`config.mk`:
```
export PLATFORM = sky130hd
export DESIGN_NAME = tlb_victim_ctrl
export DESIGN_NICKNAME = d
export VERILOG_FILES = /design/src/rtl/tlbv_pkg.sv /design/src/rtl/tlbv_rst_sync.sv /design/src/rtl/tlbv_lockreg.sv /design/src/rtl/tlbv_slot_state.sv /design/src/rtl/tlb_victim_ctrl.sv
export SDC_FILE = /design/constraint.sdc
export NUM_CORES = 1
export LEC_CHECK = 0
export BUFFER_PORTS_ARGS = -buffer_cell sky130_fd_sc_hd__buf_2
export CORE_ASPECT_RATIO = 1.25
export CORE_MARGIN = 5
export CORE_UTILIZATION = 54
export CTS_BUF_LIST = sky130_fd_sc_hd__clkbuf_4 sky130_fd_sc_hd__clkbuf_8
export DETAILED_ROUTE_END_ITERATION = 8
export PLACE_DENSITY = 0.82
export REMOVE_ABC_BUFFERS = 1
export SYNTH_ARGS = -nofsm -noshare
export SYNTH_HDL_FRONTEND = slang
export SYNTH_SLANG_ARGS = --single-unit
```
`constraint.sdc`:
```
create_clock -name clk -period 4.8 [get_ports clk]
set_input_delay 0.48 -clock clk [delete_from_list [all_inputs] [get_ports clk]]
set_output_delay 0.48 -clock clk [all_outputs]
set_load 0.05 [all_outputs]
```
`src/rtl/tlbv_pkg.sv`:
```
package tlbv_pkg;
  localparam int unsigned REG_W = 32;

  // per-cycle strobes after priority resolution
  typedef struct packed {
    logic wr;
    logic load;
    logic inv_any;
  } tlbv_ctl_t;
endpackage

```
`src/rtl/tlbv_rst_sync.sv`:
```
module tlbv_rst_sync #(
  parameter int unsigned STAGES = 2
) (
  input  logic clk,
  input  logic rst_n,
  output logic rst_sync_n
);
  logic [STAGES-1:0] chain_q;

  always_ff @(posedge clk or negedge rst_n) begin
    if (!rst_n) chain_q <= '0;
    else        chain_q <= {chain_q[STAGES-2:0], 1'b1};
  end

  assign rst_sync_n = chain_q[STAGES-1];
endmodule

```
`src/rtl/tlbv_lockreg.sv`:
```
module tlbv_lockreg
  import tlbv_pkg::*;
#(
  parameter int unsigned ENTRIES = 64,
  localparam int unsigned IDX_W = $clog2(ENTRIES)
) (
  input  logic             clk,
  input  logic             rst_n,
  input  tlbv_ctl_t        ctl,
  input  logic [REG_W-1:0] wdata,
  output logic [REG_W-1:0] rdata,
  output logic [IDX_W-1:0] floor_o,
  output logic [IDX_W-1:0] ptr_o,
  output logic             keep_o
);
  localparam int unsigned FLOOR_HI = REG_W - 1;
  localparam int unsigned PTR_HI   = REG_W - 1 - IDX_W;
  localparam logic [IDX_W-1:0] TOP = IDX_W'(ENTRIES - 1);

  logic [IDX_W-1:0] floor_q, floor_d;
  logic [IDX_W-1:0] ptr_q, ptr_d;
  logic             keep_q, keep_d;
  logic             en;

  always_comb begin
    floor_d = floor_q;
    ptr_d   = ptr_q;
    keep_d  = keep_q;
    en      = 1'b0;
    if (ctl.wr) begin
      floor_d = wdata[FLOOR_HI -: IDX_W];
      ptr_d   = wdata[PTR_HI -: IDX_W];
      keep_d  = wdata[0];
      en      = 1'b1;
    end else if (ctl.inv_any) begin
      ptr_d = floor_q;
      en    = 1'b1;
    end else if (ctl.load) begin
      ptr_d = (ptr_q == TOP) ? floor_q : ptr_q + 1'b1;
      en    = 1'b1;
    end
  end

  always_ff @(posedge clk or negedge rst_n) begin
    if (!rst_n) begin
      floor_q <= '0;
      ptr_q   <= '0;
      keep_q  <= 1'b0;
    end else if (en) begin
      floor_q <= floor_d;
      ptr_q   <= ptr_d;
      keep_q  <= keep_d;
    end
  end

  always_comb begin
    rdata                    = '0;
    rdata[FLOOR_HI -: IDX_W] = floor_q;
    rdata[PTR_HI -: IDX_W]   = ptr_q;
    rdata[0]                 = keep_q;
  end

  assign floor_o = floor_q;
  assign ptr_o   = ptr_q;
  assign keep_o  = keep_q;

  AST_WRAP_TO_FLOOR: assert property (@(posedge clk) disable iff (!rst_n)
    (ctl.load && !ctl.wr && ptr_q == TOP) |=> (ptr_q == $past(floor_q)));

  AST_STAY_ABOVE_FLOOR: assert property (@(posedge clk) disable iff (!rst_n)
    (ctl.load && !ctl.wr && ptr_q >= floor_q) |=> (ptr_q >= floor_q));

  AST_INV_RELOAD: assert property (@(posedge clk) disable iff (!rst_n)
    (ctl.inv_any && !ctl.wr) |=> (ptr_q == $past(floor_q) && $stable(floor_q)));
endmodule

```
`src/rtl/tlbv_slot_state.sv`:
```
module tlbv_slot_state #(
  parameter int unsigned ENTRIES = 64,
  localparam int unsigned IDX_W = $clog2(ENTRIES)
) (
  input  logic               clk,
  input  logic               rst_n,
  input  logic               load,
  input  logic [IDX_W-1:0]   load_idx,
  input  logic               load_keep,
  input  logic               inv_all,
  input  logic               inv_one,
  input  logic [IDX_W-1:0]   inv_idx,
  output logic [ENTRIES-1:0] live_o,
  output logic [ENTRIES-1:0] keep_o
);
  logic [ENTRIES-1:0] live_q, keep_q;

  for (genvar i = 0; i < ENTRIES; i++) begin : g_slot
    logic live_d, keep_d, en;
    logic hit_inv, hit_load;

    assign hit_inv  = inv_one && (inv_idx == IDX_W'(i));
    assign hit_load = load && (load_idx == IDX_W'(i));

    always_comb begin
      live_d = live_q[i];
      keep_d = keep_q[i];
      en     = 1'b0;
      if (hit_inv) begin
        live_d = 1'b0;
        keep_d = 1'b0;
        en     = 1'b1;
      end else if (inv_all) begin
        live_d = keep_q[i] & live_q[i];
        keep_d = keep_q[i] & live_q[i];
        en     = 1'b1;
      end else if (hit_load) begin
        live_d = 1'b1;
        keep_d = load_keep;
        en     = 1'b1;
      end
    end

    always_ff @(posedge clk or negedge rst_n) begin
      if (!rst_n) begin
        live_q[i] <= 1'b0;
        keep_q[i] <= 1'b0;
      end else if (en) begin
        live_q[i] <= live_d;
        keep_q[i] <= keep_d;
      end
    end
  end

  assign live_o = live_q;
  assign keep_o = keep_q;

  AST_KEEP_NEEDS_LIVE: assert property (@(posedge clk) disable iff (!rst_n)
    ((keep_q & ~live_q) == '0));

  AST_ONE_CLEARS: assert property (@(posedge clk) disable iff (!rst_n)
    inv_one |=> !live_q[$past(inv_idx)]);

  AST_ALL_SPARES_KEPT: assert property (@(posedge clk) disable iff (!rst_n)
    (inv_all && !inv_one) |=> (live_q == $past(live_q & keep_q)));
endmodule

```
`src/rtl/tlb_victim_ctrl.sv`:
```
module tlb_victim_ctrl
  import tlbv_pkg::*;
#(
  parameter int unsigned ENTRIES = 64,
  localparam int unsigned IDX_W = $clog2(ENTRIES)
) (
  input  logic               clk,
  input  logic               rst_n,
  input  logic               cfg_wr,
  input  logic [REG_W-1:0]   cfg_wdata,
  output logic [REG_W-1:0]   cfg_rdata,
  input  logic               refill,
  output logic [IDX_W-1:0]   victim_idx,
  input  logic               inv_all,
  input  logic               inv_one,
  input  logic [IDX_W-1:0]   inv_idx,
  output logic [ENTRIES-1:0] live_vec,
  output logic [ENTRIES-1:0] keep_vec
);
  logic             rst_s_n;
  tlbv_ctl_t        ctl;
  logic [IDX_W-1:0] floor_w, ptr_w;
  logic             keep_w;

  tlbv_rst_sync #(.STAGES(2)) u_rst (
    .clk        (clk),
    .rst_n      (rst_n),
    .rst_sync_n (rst_s_n)
  );

  // any invalidate drops a coincident refill
  always_comb begin
    ctl.wr      = cfg_wr;
    ctl.inv_any = inv_all | inv_one;
    ctl.load    = refill & ~(inv_all | inv_one);
  end

  tlbv_lockreg #(.ENTRIES(ENTRIES)) u_reg (
    .clk     (clk),
    .rst_n   (rst_s_n),
    .ctl     (ctl),
    .wdata   (cfg_wdata),
    .rdata   (cfg_rdata),
    .floor_o (floor_w),
    .ptr_o   (ptr_w),
    .keep_o  (keep_w)
  );

  tlbv_slot_state #(.ENTRIES(ENTRIES)) u_slots (
    .clk       (clk),
    .rst_n     (rst_s_n),
    .load      (ctl.load),
    .load_idx  (ptr_w),
    .load_keep (keep_w),
    .inv_all   (inv_all),
    .inv_one   (inv_one),
    .inv_idx   (inv_idx),
    .live_o    (live_vec),
    .keep_o    (keep_vec)
  );

  assign victim_idx = ptr_w;

  AST_REFILL_LOADS: assert property (@(posedge clk) disable iff (!rst_s_n)
    (refill && !inv_all && !inv_one) |=>
      (live_vec[$past(victim_idx)] && keep_vec[$past(victim_idx)] == $past(cfg_rdata[0])));

  AST_DROP_ON_INV: assert property (@(posedge clk) disable iff (!rst_s_n)
    (refill && inv_all && !inv_one) |=> ((live_vec & ~$past(live_vec)) == '0));
endmodule

```
==> results.cfg <==
[run_status]
run_status = finished, final reports clean

[floorplan]
floorplan.initialDensity = 0.553
die_footprint_um2 = 16800
die_width_um = 117
core.rowCount = 48
total_i_o_pin_count = 210
fp.coreArea_um2 = 13900
die_y_um = 144

[route]
routed_wirelength_um = 24600
drt-wirelength-per-cell_um = 20.6
dr_total_vias = 7640
avgViaCountPerCell = 6.39
drc = 0
postRouteAntennaNets = 0
detailedRoute.firstPassIterationCount = 8
drt_first_iter_violations = 962

[global_route]
grt.overflow.total = 0
grt_use_total = 0.294
grt_antenna_before_repair = 2
largest_net_degree_at_the_start_of_global_routing = 63
wire_length_of_the_first_global_routing_pass_um = 38300
vias_in_the_first_global_route = 7288

[sta]
timing.final.crit_share = 0.564
setup_ws_ns = 2.09
timing_worst_slew_pin_value_ns = 1.19
max_freq_ghz = 0.369
fin_worst_skew_ns = 0.0153
period_minus_ws_final_ns = 2.71
totalNegativeSetupSlack_ns = 0
rsz0062_at_grt = false
timing_max_transition_violations_final = 0
final-hold-violation-count = 0
setup-violations-final = 0
slew-limit-headroom = 0.209

[synth]
synth_edf_count = 0
syn_area_per_cell_um2 = 8.72
synth_commonest_cells = dfrtp_1 (143), nand3_1 (107), a21oi_1 (99)
synth_cell_types = 55
post-synth-top-count-cell = dfrtp_1
synthFlopType = dfrtp_1
synth.yosys.seq_area_share = 0.465
yosysTopAreaCellShare = 0.465
synth-async-reset-ratio = 1.00
synthesized_flop_and_latch_total = 143
netlist.top_cell.by_area = dfrtp_1
yosysWarningCount = 0
synthCells = 883
syn_area_um2 = 7700
synth.top_cells.by_area = dfrtp_1 (46%), nand3_1 (7.0%), a21oi_1 (6.4%)

[layout]
final_layout_size_suffix_gt1_frac = 0.230
finalNonFillerCells = 1195
final_net_count = 1054
areaGrowthSynthToFinish_pct = 15.2
final_cell_area_um2 = 8870

[clocking]
post_cts.resized_instances = 0
cts.hold.buffers_added = 1
tritoncts = yes
ctsRootBufferMaster = clkbuf_8
cts_htree_levels = 4
cts.repair_timing.setup_buffer_count = 0
clock_path_buffers = 2
cts.sinks = 143
worst_skew_pair.late_latency_ns = 0.48
cts_made_buffers = 17
clk_pin_slew_worst_paths_ns = 0.08

[power_and_ir_drop]
switching_share = 0.301
leakage_nw = 4.14
intPower_mw = 1.96
share_comb_of_total_power = 0.143
pwr-share-clk = 0.406
worst_ir_drop_vdd_v = 0.000204
p_total_mw = 2.80
p_sw_mw = 0.841
power_frac_seq = 0.452
powerDensity_nw_per_um2 = 315

[worst_hold_path]
hp-class = input port to register

[setup_path]
worst_setup_path_start_kind = register
path_class = register to register
cp-end-kind = register
timing.critical_path.fanout_max = 27
cp_required_ns = 5.21
critPathArrivalTime_ns = 3.12

[placed_design]
placement.setup.worst_slack_ns = 2.16
placedInstanceArea_um2 = 8390
gpl.final_weighted_congestion = 0.932
post-place-cells = 1160
dpl.hpwl_um = 16600
io_buffer_count = 171

[flow_run]
drv.max_cap_violation_count = 0
cell type report:
| cell class | count | area (um2) |
|---|---|---|
| inverter | 6 | 22.5 |
| fill | 1217 | 5060 |
| clock inverter | 10 | 185 |
| timing repair buffer | 182 | 941 |
| antenna | 2 | 5.00 |
| sequential | 143 | 3580 |
| tap | 175 | 219 |
| multi-input combinational | 655 | 3640 |
| clock buffer | 22 | 278 |
worst max-delay path, cell delays in order (launching register included):
cell	delay (ns)
dfrtp_1	1.01
nor2b_1	0.97
and3_1	0.37
and2_1	0.17
o22a_1	0.13
placed cells by master (no fill, tap or decap), types with 3 or more instances in the layout:
cell and instances:
nand3_1 107, a31oi_1 38, buf_2 171, mux2_2 7, nor2_1 78, nand2b_1 3, buf_4 10, and3_1 14
mux2i_1 3, inv_1 5, nand2_1 64, a21oi_1 99, and2_1 8, nor3_1 10, nor2b_1 13, nand4_1 33
clkbuf_4 4, o22a_1 11, conb_1 20, bufinv_16 5, nor4b_4 3, a21o_1 3, clkbuf_8 18, o221ai_1 16
ha_1 5, dfrtp_1 142, o21ai_0 80
through the flow:
step / util / hold WS, ns
2_1_floorplan: - / 0.184
3_3_place_gp: 0.602 / 0.266
3_5_place_dp: 0.602 / 0.271
4_1_cts: 0.636 / 0.204
5_1_grt: 0.637 / 0.222
6_report: 0.637 / 0.217
flip-flops by register name, indices dropped and copies added (netlist names):
signal and cells:
u_slots.keep_o 64, u_slots.live_o 64, u_reg.floor_o 6, u_reg.ptr_o 6
u_rst.chain_q 2, u_reg.keep_o 1
power groups by stage:
stage,registers (mW),clock network (mW),logic (mW)
6_report,1.26,1.13,0.399
5_1_grt,1.27,1.19,0.420
4_1_cts,1.26,1.13,0.393
3_5_place_dp,1.29,0,0.391
3_3_place_gp,1.28,0,0.387
2_1_floorplan,1.37,0,0.162
worst paths after layout:
check / slack (ns) / end / depth (start not counted) / startpoint
max: 2.09 / u_slots.keep_o[56]$_DFFE_PN0P_ / 4 / u_reg.ptr_o[3]$_DFFE_PN0P_
min: 0.22 / u_reg.floor_o[1]$_DFFE_PN0P_ / 2 / cfg_wdata[27]
max reg2reg: 2.09 / u_slots.keep_o[56]$_DFFE_PN0P_ / 4 / u_reg.ptr_o[3]$_DFFE_PN0P_
min reg2reg: 0.37 / u_rst.chain_q[1]$_DFF_PN0_ / 0 / u_rst.chain_q[0]$_DFF_PN0_
max in group asynchronous: 3.28 / u_slots.live_o[26]$_DFFE_PN0P_ / 1 / u_rst.chain_q[1]$_DFF_PN0_
min in group asynchronous: 0.31 / u_rst.chain_q[0]$_DFF_PN0_ / 2 / rst_n
cells by family (layout without fill, tap and decap cells):
group	after synthesis	in the layout	share of synthesized area
compound gates	262	262	0.197
other cells	2	22	0.000975
fa+ha+maj	5	5	0.00812
simple gates	357	357	0.242
buf+inv	103	220	0.0723
mux	10	10	0.0141
xor+xnor	1	1	0.00114
flops	143	143	0.465
per-layer routing:
metal  track usage  part of all wire  routed length [um]
met4         0.144             0.038                 929
met1         0.386              0.38                9250
met3        0.0598              0.10                2590
met2         0.464              0.48               11900
met5             0                 0                   0
Note: power is estimated with default switching activity, not from simulation.
